<file path="src/rtl/tt_pkg.sv">
package tt_pkg;
    localparam int TRIG_W  = 4;
    localparam int EVT_W   = 32;
    localparam int SPILL_W = 16;
    localparam int TS_W    = 48;
    localparam int REC_W   = TRIG_W + EVT_W + SPILL_W + TS_W;
    localparam int KIND_N  = 6;

    localparam logic [TRIG_W-1:0] TRG_L1        = 4'h1;
    localparam logic [TRIG_W-1:0] TRG_SPILL_ON  = 4'h2;
    localparam logic [TRIG_W-1:0] TRG_SPILL_OFF = 4'h3;
    localparam logic [TRIG_W-1:0] TRG_CALIB     = 4'h4;
    localparam logic [TRIG_W-1:0] TRG_HITCNT    = 4'h5;
    localparam logic [TRIG_W-1:0] TRG_SEUCNT    = 4'h6;

    // Field order is the on-wire order, most significant first
    typedef struct packed {
        logic [TRIG_W-1:0]  trig;
        logic [EVT_W-1:0]   evt;
        logic [SPILL_W-1:0] spill;
        logic [TS_W-1:0]    ts;
    } rec_t;
endpackage

</file>
<file path="src/rtl/tt_link_sync.sv">
module tt_link_sync #(
    parameter int LANES  = 5,
    parameter int STAGES = 2
) (
    input  logic             clk,
    input  logic             rst_n,
    input  logic             lnk_stb,
    input  logic             lnk_frm,
    input  logic [LANES-1:0] lnk_dat,
    output logic             beat,
    output logic             beat_frm,
    output logic [LANES-1:0] beat_dat
);
    localparam int W = LANES + 2;

    typedef struct packed {
        logic [STAGES-1:0][W-1:0] pipe;
        logic                     stb_prev;
    } sync_st_t;

    sync_st_t q, d;
    logic [W-1:0] tail;

    always_comb begin
        d = q;
        d.pipe[0] = {lnk_stb, lnk_frm, lnk_dat};
        for (int i = 1; i < STAGES; i++) begin
            d.pipe[i] = q.pipe[i-1];
        end
        d.stb_prev = q.pipe[STAGES-1][W-1];
    end

    always_ff @(posedge clk or negedge rst_n) begin
        if (!rst_n) q <= '0;
        else        q <= d;
    end

    assign tail     = q.pipe[STAGES-1];
    assign beat     = tail[W-1] & ~q.stb_prev;
    assign beat_frm = tail[W-2];
    assign beat_dat = tail[LANES-1:0];

    AST_BEAT_SINGLE: assert property (@(posedge clk) disable iff (!rst_n)
        beat |=> !beat);
endmodule

</file>
<file path="src/rtl/tt_deframer.sv">
module tt_deframer #(
    parameter int LANES = 5,
    parameter int REC_W = 100
) (
    input  logic             clk,
    input  logic             rst_n,
    input  logic             beat,
    input  logic             beat_frm,
    input  logic [LANES-1:0] beat_dat,
    output logic             done,
    output logic             abort,
    output logic             assembling,
    output logic [REC_W-1:0] rec_bits
);
    localparam int BEATS = (REC_W + LANES - 1) / LANES;
    localparam int SR_W  = BEATS * LANES;
    localparam int CNT_W = $clog2(BEATS + 1);

    typedef struct packed {
        logic [CNT_W-1:0] cnt;
        logic [SR_W-1:0]  sr;
    } dfr_st_t;

    dfr_st_t q, d;
    logic [SR_W-1:0] shifted;

    always_comb begin
        d       = q;
        done    = 1'b0;
        abort   = 1'b0;
        shifted = {q.sr[SR_W-LANES-1:0], beat_dat};
        if (beat) begin
            if (beat_frm) begin
                abort = (q.cnt != '0);
                d.sr  = shifted;
                d.cnt = CNT_W'(1);
            end else if (q.cnt != '0) begin
                d.sr = shifted;
                if (q.cnt == CNT_W'(BEATS - 1)) begin
                    d.cnt = '0;
                    done  = 1'b1;
                end else begin
                    d.cnt = q.cnt + CNT_W'(1);
                end
            end
        end
    end

    always_ff @(posedge clk or negedge rst_n) begin
        if (!rst_n) q <= '0;
        else        q <= d;
    end

    assign assembling = (q.cnt != '0);
    assign rec_bits   = shifted[REC_W-1:0];

    AST_CNT_BOUND: assert property (@(posedge clk) disable iff (!rst_n)
        q.cnt < CNT_W'(BEATS));
    AST_ABORT_RESTART: assert property (@(posedge clk) disable iff (!rst_n)
        abort |=> assembling);
    AST_IDLE_STRAY: assert property (@(posedge clk) disable iff (!rst_n)
        (beat && !beat_frm && !assembling) |=> !assembling);
endmodule

</file>
<file path="src/rtl/tt_tag_check.sv">
module tt_tag_check
    import tt_pkg::*;
(
    input  logic clk,
    input  logic rst_n,
    input  logic done,
    input  rec_t rec,
    input  logic err_clr,
    output logic sync_err
);
    typedef struct packed {
        logic               have_any;
        logic               have_l1;
        logic [TS_W-1:0]    last_ts;
        logic [SPILL_W-1:0] last_spill;
        logic [EVT_W-1:0]   last_evt;
        logic               err;
    } chk_st_t;

    chk_st_t q, d;
    logic    ts_bad, spill_bad, evt_bad;

    always_comb begin
        d         = q;
        ts_bad    = q.have_any && (rec.ts <= q.last_ts);
        spill_bad = q.have_any && (rec.trig != TRG_SPILL_ON) && (rec.spill != q.last_spill);
        evt_bad   = (rec.trig == TRG_L1) && q.have_l1 && (rec.evt != q.last_evt + EVT_W'(1));
        if (err_clr) d.err = 1'b0;
        if (done) begin
            if (ts_bad || spill_bad || evt_bad) d.err = 1'b1;
            d.have_any   = 1'b1;
            d.last_ts    = rec.ts;
            d.last_spill = rec.spill;
            if (rec.trig == TRG_L1) begin
                d.have_l1  = 1'b1;
                d.last_evt = rec.evt;
            end
        end
    end

    always_ff @(posedge clk or negedge rst_n) begin
        if (!rst_n) q <= '0;
        else        q <= d;
    end

    assign sync_err = q.err;

    AST_SYNC_ERR_HOLD: assert property (@(posedge clk) disable iff (!rst_n)
        (sync_err && !err_clr) |=> sync_err);
endmodule

</file>
<file path="src/rtl/trig_tag_rx.sv">
module trig_tag_rx
    import tt_pkg::*;
#(
    parameter int LANES       = 5,
    parameter int SYNC_STAGES = 2
) (
    input  logic               clk,
    input  logic               rst_n,
    input  logic               lnk_stb,
    input  logic               lnk_frm,
    input  logic [LANES-1:0]   lnk_dat,
    input  logic               err_clr,
    input  logic               rec_ready,
    output logic               rec_valid,
    output logic [TRIG_W-1:0]  rec_trig,
    output logic [KIND_N-1:0]  rec_kind,
    output logic [EVT_W-1:0]   rec_evt,
    output logic [SPILL_W-1:0] rec_spill,
    output logic [TS_W-1:0]    rec_ts,
    output logic               sync_err,
    output logic               frame_err,
    output logic               busy
);
    logic             beat, beat_frm;
    logic [LANES-1:0] beat_dat;
    logic             dfr_done, dfr_abort, dfr_asm;
    logic [REC_W-1:0] dfr_bits;
    rec_t             dfr_rec;

    tt_link_sync #(.LANES(LANES), .STAGES(SYNC_STAGES)) i_sync (
        .clk(clk), .rst_n(rst_n),
        .lnk_stb(lnk_stb), .lnk_frm(lnk_frm), .lnk_dat(lnk_dat),
        .beat(beat), .beat_frm(beat_frm), .beat_dat(beat_dat)
    );

    tt_deframer #(.LANES(LANES), .REC_W(REC_W)) i_dfr (
        .clk(clk), .rst_n(rst_n),
        .beat(beat), .beat_frm(beat_frm), .beat_dat(beat_dat),
        .done(dfr_done), .abort(dfr_abort), .assembling(dfr_asm),
        .rec_bits(dfr_bits)
    );

    assign dfr_rec = rec_t'(dfr_bits);

    tt_tag_check i_chk (
        .clk(clk), .rst_n(rst_n),
        .done(dfr_done), .rec(dfr_rec), .err_clr(err_clr),
        .sync_err(sync_err)
    );

    typedef struct packed {
        logic              valid;
        rec_t              rec;
        logic [KIND_N-1:0] kind;
        logic              ferr;
    } out_st_t;

    out_st_t q, d;

    always_comb begin
        d = q;
        if (rec_ready && q.valid) d.valid = 1'b0;
        if (err_clr)              d.ferr  = 1'b0;
        if (dfr_abort)            d.ferr  = 1'b1;
        if (dfr_done) begin
            d.valid = 1'b1;
            d.rec   = dfr_rec;
            for (int k = 0; k < KIND_N; k++) begin
                d.kind[k] = (dfr_rec.trig == TRIG_W'(k + 1));
            end
        end
    end

    always_ff @(posedge clk or negedge rst_n) begin
        if (!rst_n) q <= '0;
        else        q <= d;
    end

    assign rec_valid = q.valid;
    assign rec_trig  = q.rec.trig;
    assign rec_kind  = q.kind;
    assign rec_evt   = q.rec.evt;
    assign rec_spill = q.rec.spill;
    assign rec_ts    = q.rec.ts;
    assign frame_err = q.ferr;
    assign busy      = dfr_asm | q.valid;

    AST_HOLD_PENDING: assert property (@(posedge clk) disable iff (!rst_n)
        (rec_valid && !rec_ready) |=> rec_valid);
    AST_TAG_STABLE: assert property (@(posedge clk) disable iff (!rst_n)
        (rec_valid && !rec_ready && !dfr_done) |=> ($stable(rec_evt) && $stable(rec_ts)));
    AST_KIND_ONEHOT: assert property (@(posedge clk) disable iff (!rst_n)
        $onehot0(rec_kind));
    AST_FRAME_ERR_HOLD: assert property (@(posedge clk) disable iff (!rst_n)
        (frame_err && !err_clr) |=> frame_err);
endmodule

</file>
<file path="config.mk">
export PLATFORM = sky130hd
export DESIGN_NAME = trig_tag_rx
export DESIGN_NICKNAME = d
export VERILOG_FILES = /design/src/rtl/tt_pkg.sv /design/src/rtl/tt_link_sync.sv /design/src/rtl/tt_deframer.sv /design/src/rtl/tt_tag_check.sv /design/src/rtl/trig_tag_rx.sv
export SDC_FILE = /design/constraint.sdc
export NUM_CORES = 1
export LEC_CHECK = 0
export CAP_MARGIN = 20
export CORE_MARGIN = 3
export CORE_UTILIZATION = 39
export DETAILED_ROUTE_END_ITERATION = 10
export PLACE_DENSITY = 0.61
export SLEW_MARGIN = 5
export SYNTH_ARGS = -nofsm -noshare
export SYNTH_HDL_FRONTEND = slang
export SYNTH_SLANG_ARGS = --single-unit
</file>
<file path="constraint.sdc">
create_clock -name clk -period 3 [get_ports clk]
set_input_delay 0.6 -clock clk [delete_from_list [all_inputs] [get_ports clk]]
set_output_delay 0.6 -clock clk [all_outputs]
set_load 0.05 [all_outputs]
</file>
Yosys cells after proc, flatten, opt, wreduce, memory -nomap -nowiden
Cells that the tools add are included.

cells by class
  add/subtract/negate cells = 2
  order comparisons = 1
  equal/unequal tests = 10
  mux-type cells = 16
  bitwise gates (word level) = 3
  reductions and logical operators = 14

operator list
  cell                                                             number
  105-bit 2-to-1 mux                                               2
  107-bit 2-to-1 mux                                               1
  48-bit <= comparator                                             1
  32-bit by 1-bit adder with 32-bit output, second input constant  1
  32-bit != test                                                   1
  16-bit != test                                                   1
  4-bit by 3-bit == test with 1-bit output, second input constant  3
  1-bit 2-to-1 mux                                                 12
  4-bit by 2-bit == test with 1-bit output, second input constant  2
  1-bit logical AND                                                6
  2-bit nonzero test                                               3
  5-bit by 1-bit adder with 5-bit output, second input constant    1
  5-bit == test, second input constant                             1
  5-bit 2-to-1 mux                                                 1
  5-bit nonzero test                                               1
  4-bit by 1-bit == test with 1-bit output, second input constant  1
  4-bit by 2-bit != test with 1-bit output, second input constant  1
  2-bit AND reduction                                              2
  1-bit logical OR                                                 2
  1-bit bitwise AND                                                1
  1-bit inverter                                                   1
  1-bit OR                                                         1

storage, ports and cells
  register bits = 258
  input bits = 11
  output and inout port bits = 110
  logic and storage cells = 62

Depth between registers and ports, before layout
  depth after elaboration = 7
  mapped depth = 10
  mapped depth without buffers = 10

Cells and area by module
Synthesis repeated with hierarchy kept, for this count alone.

second synthesis, totals
  cell total of the unflattened synthesis = 1238
  area total of the unflattened synthesis = 15536.2 um^2

by module, submodules not included
  module        times used  cells each  area each (um^2)
  tt_tag_check  1           639         6147.1
  tt_deframer   1           335         4635.7
  trig_tag_rx   1           243         4326.6
  tt_link_sync  1           21          426.7

Least setup slack after synthesis
Ideal clock, no wire load.

  kind = flip-flop to flip-flop
  start = reg i_dfr.q (netlist bit i_dfr.rec_bits[45])
  end = reg i_chk.q (netlist bit i_chk.sync_err)
  library setup time = 135 ps
  arrival time = 2318 ps
  required time = 2865 ps
  slack = 547 ps
  cell stages (with the launch flop) = 9
  clock period less this slack = 2453 ps
  cells stage by stage = dfrtp_1 -> ha_1 -> nand4_1 -> or4_1 -> nor4_1 -> o311a_1 -> nor4_1 -> a221oi_1 -> o31ai_1

RTL lines
  what                      RTL line            text
  start: declaration        tt_deframer.sv:24   dfr_st_t q, d;
  start signal: assignment  tt_deframer.sv:50   if (!rst_n) q <= '0;
  start signal: assignment  tt_deframer.sv:51   else q <= d;
  end signal: assignment    tt_tag_check.sv:42  if (!rst_n) q <= '0;
  end signal: assignment    tt_tag_check.sv:43  else q <= d;
  end: declaration          tt_tag_check.sv:20  chk_st_t q, d;

==> flow_summary.toml <==
[status]
status = "completed"

[cts]
cts.sink_count = 258
cts-htree-levels = 1
cts_tree = "yes"
cts_root_buffer = "clkbuf_16"
worstSkewPairLatency_ps = 530
clk_pin_slew_ps = 60
clockBufferDepth = 3
cts_buffers = 29

[sta]
fin_crit_ps = 2708
setup_viol = 0
fin_skew_ps = 10.87
tns_ps = 0
max_slew_margin = 0.5210
rsz0062_at_grt = "false"
tightest_slew_ps = 718.5
final.period_utilization = 0.9028
hold_violations = 0
fmax_ghz = 0.3692
maxSlewViolCount = 0

[drt]
met3_length_mm = 1.326
dr.pass1.iters = 5
dr_wl_met2_mm = 12.26
postRouteWirelength_mm = 28.25
top_layer = "met4"
dr_total_vias = 9036
antenna_left = 0
wl_met1_mm = 14.24
drcViolationCount = 0
drt-initial-drc-count = 487
wl_per_cell_um = 15.47
vias_per_cell = 4.949

[placement]
dp_hpwl_mm = 19.09
io_buffers = 120
gp_congestion = 0.8500

[power]
p_per_area_nw_per_um2 = 697.7
p_leak_nw = 7.125
swShare = 0.3247
seqPwrFrac = 0.451
p_int_mw = 6.862
clkPwrFrac = 0.334
p_sw_mw = 3.300
power_frac_comb = 0.215
vdd.ir_drop.worst_mv = 0.4019

[layout]
drive_above_1_share = 0.07622
fin_nets = 1470
utilization = 0.4700
area_growth_pct = 17.04
n_antenna_cell = 0

[synth]
synth_top_cell_by_area = "dfrtp_1"
ys_warn_count = 0
synth.top_cell.area_share = 0.5188
synthFlopType = "dfrtp_1"
ys_seq_elements = 258
synth.area.top_cells = "dfrtp_1 52%, nand2_1 16%, ha_1 5.1%"
synth_common_cells = "516 x nand2_1, 258 x dfrtp_1, 71 x o21ai_0, 67 x buf_4, 62 x inv_1"
yosysUniqueCellTypes = 63
synth_edf_count = 0
postSynthCellCount = 1363
syn_area_um2 = 12440
synthArstFlopShare = 1.000
synth.most_common_cell = "nand2_1"
syn-num-nets = 1425
seq_area_frac_synth = 0.5188
syn_area_per_cell_um2 = 9.130

[flow_run]
maxCapViolCount = 0

[critical_path]
cp_max_fo = 4
critPathSlowestCell = "or4_1"
crit_type = "reg -> reg"
reg2reg_depth = 8
cp-end-kind = "flip-flop"
crit_family = "simple AND/OR/NAND/NOR gates"
arrival_ps = 3110
critPathBufInv = 0
cp.required_ps = 3400
cp_slowest_stage_delay_ps = 590
start_kind = "flip-flop"
path_cells = "ha_1 > nand4_1 > or4_1 > nor4_2 > o311a_1 > nor4_1 > a221oi_1 > o31ai_1"
cp.depth = 8
setup.reg_to_reg.worst_slack_ps = 290

[global_route]
grt.total_usage = 0.1694
grt_max_degree = 147
grt_pass1_vias = 9085
antenna_found_initial = 0
grt_pass1_wl_mm = 47.61
gr-total-overflow = 0

[die]
die_y_um = 184.6
ios = 121
dieArea_um2 = 34090
start_util = 0.4016
die_w_um = 184.6
core_um2 = 30990
rows = 64

[min_path]
min_path_type = "in -> async"
==> layout by cell type (no fill, tap or decap), types with 15 or more instances in the layout <==
cell,count
o21ai_0,71
xor2_1,31
clkdlybuf4s50_1,118
clkbuf_16,29
nor2_1,25
ha_1,51
mux2_2,33
nand4_1,22
xnor2_1,26
nand2_1,516
buf_4,15
a21oi_1,24
inv_1,62
dfrtp_1,258
nand3_1,18
==> worst reg2reg max path, delay by kind of cell (launching register included) <==
family	cells	cell delay, ps
DFF	1	410
adders and majority gates	1	310
and+or+nand+nor	4	1220
AOI/OAI and AO/OA	3	630
==> worst paths after layout <==
check                              startpoint             end
max                        i_dfr.rec_bits[45]  i_chk.sync_err
min                                     rst_n    i_sync.d[12]
max reg2reg                i_dfr.rec_bits[45]  i_chk.sync_err
min reg2reg                       i_sync.d[8]  i_sync.tail[0]
max in group asynchronous               rst_n     i_chk.q[82]
min in group clk                  i_sync.d[8]  i_sync.tail[0]
==> sequential cells by signal, summed over array words and instances, names as in the netlist <==
register and count:
rec_valid 1, frame_err 1, i_sync.tail 7, rec_trig 4, i_sync.q 1, i_sync.d 7
i_dfr.q 5, rec_evt 32, i_chk.sync_err 1, i_dfr.rec_bits 95, rec_kind 6, i_chk.q 98
==> cell families after synthesis <==
group                    synth area share
XOR/XNOR                          0.04012
flip-flops                         0.5188
multiplexers                      0.03227
AO/OA/AOI/OAI                     0.06797
buffers and inverters             0.07691
AND/OR/NAND/NOR                    0.2126
adder cells (fa/ha/maj)           0.05128
==> layout make-up <==
cell class / instances / area (um2)
multi-input cells: 918 / 5056
repair buffers: 139 / 1409
clock buffers: 43 / 828.3
inverters: 62 / 232.7
clock inverters: 10 / 87.58
fillers: 2959 / 16420
well taps: 396 / 495.5
flip-flops and latches: 258 / 6456
==> layer usage <==
| metal | vias to the layer above | GRT usage |
|---|---|---|
| met5 | - | 0 |
| met4 | 0 | 0.03421 |
| met3 | 32 | 0.02783 |
| met2 | 182 | 0.2601 |
| met1 | 4352 | 0.2548 |
| li1 | 4470 | - |
==> through the flow <==
step / total power [mW] / worst slack, ps / hold WS [ps] / std cells / area [um2]
2_1_floorplan: 5.979 / 547.2 / 304.4 / 1363 / 12440
3_3_place_gp: 6.767 / 378.3 / 331.7 / 1773 / 13640
3_5_place_dp: 6.822 / 186.5 / 334.7 / 1773 / 13640
4_1_cts: 10.28 / 163.2 / 35.21 / 1826 / 14560
5_1_grt: 10.88 / 66.35 / 56.45 / 1826 / 14570
6_report: 10.16 / 291.5 / 34.69 / 1826 / 14570
==> power groups by stage <==
| stage | clock network, mW | registers [mW] | logic (mW) |
|---|---|---|---|
| final | 3.39 | 4.59 | 2.18 |
| after global routing | 3.65 | 4.68 | 2.55 |
| after CTS | 3.49 | 4.59 | 2.20 |
| after detailed placement | 0 | 4.64 | 2.18 |
| after global placement | 0 | 4.62 | 2.15 |
| after floorplan | 0 | 4.40 | 1.58 |
==> timing repair <==
item / in CTS / in global routing
hold buffers: 0 / 0
setup endpoints to repair: 0 / 1
resized for setup: 0 / 1
setup buffers: 0 / 0
(Power assumes the default switching activity.)
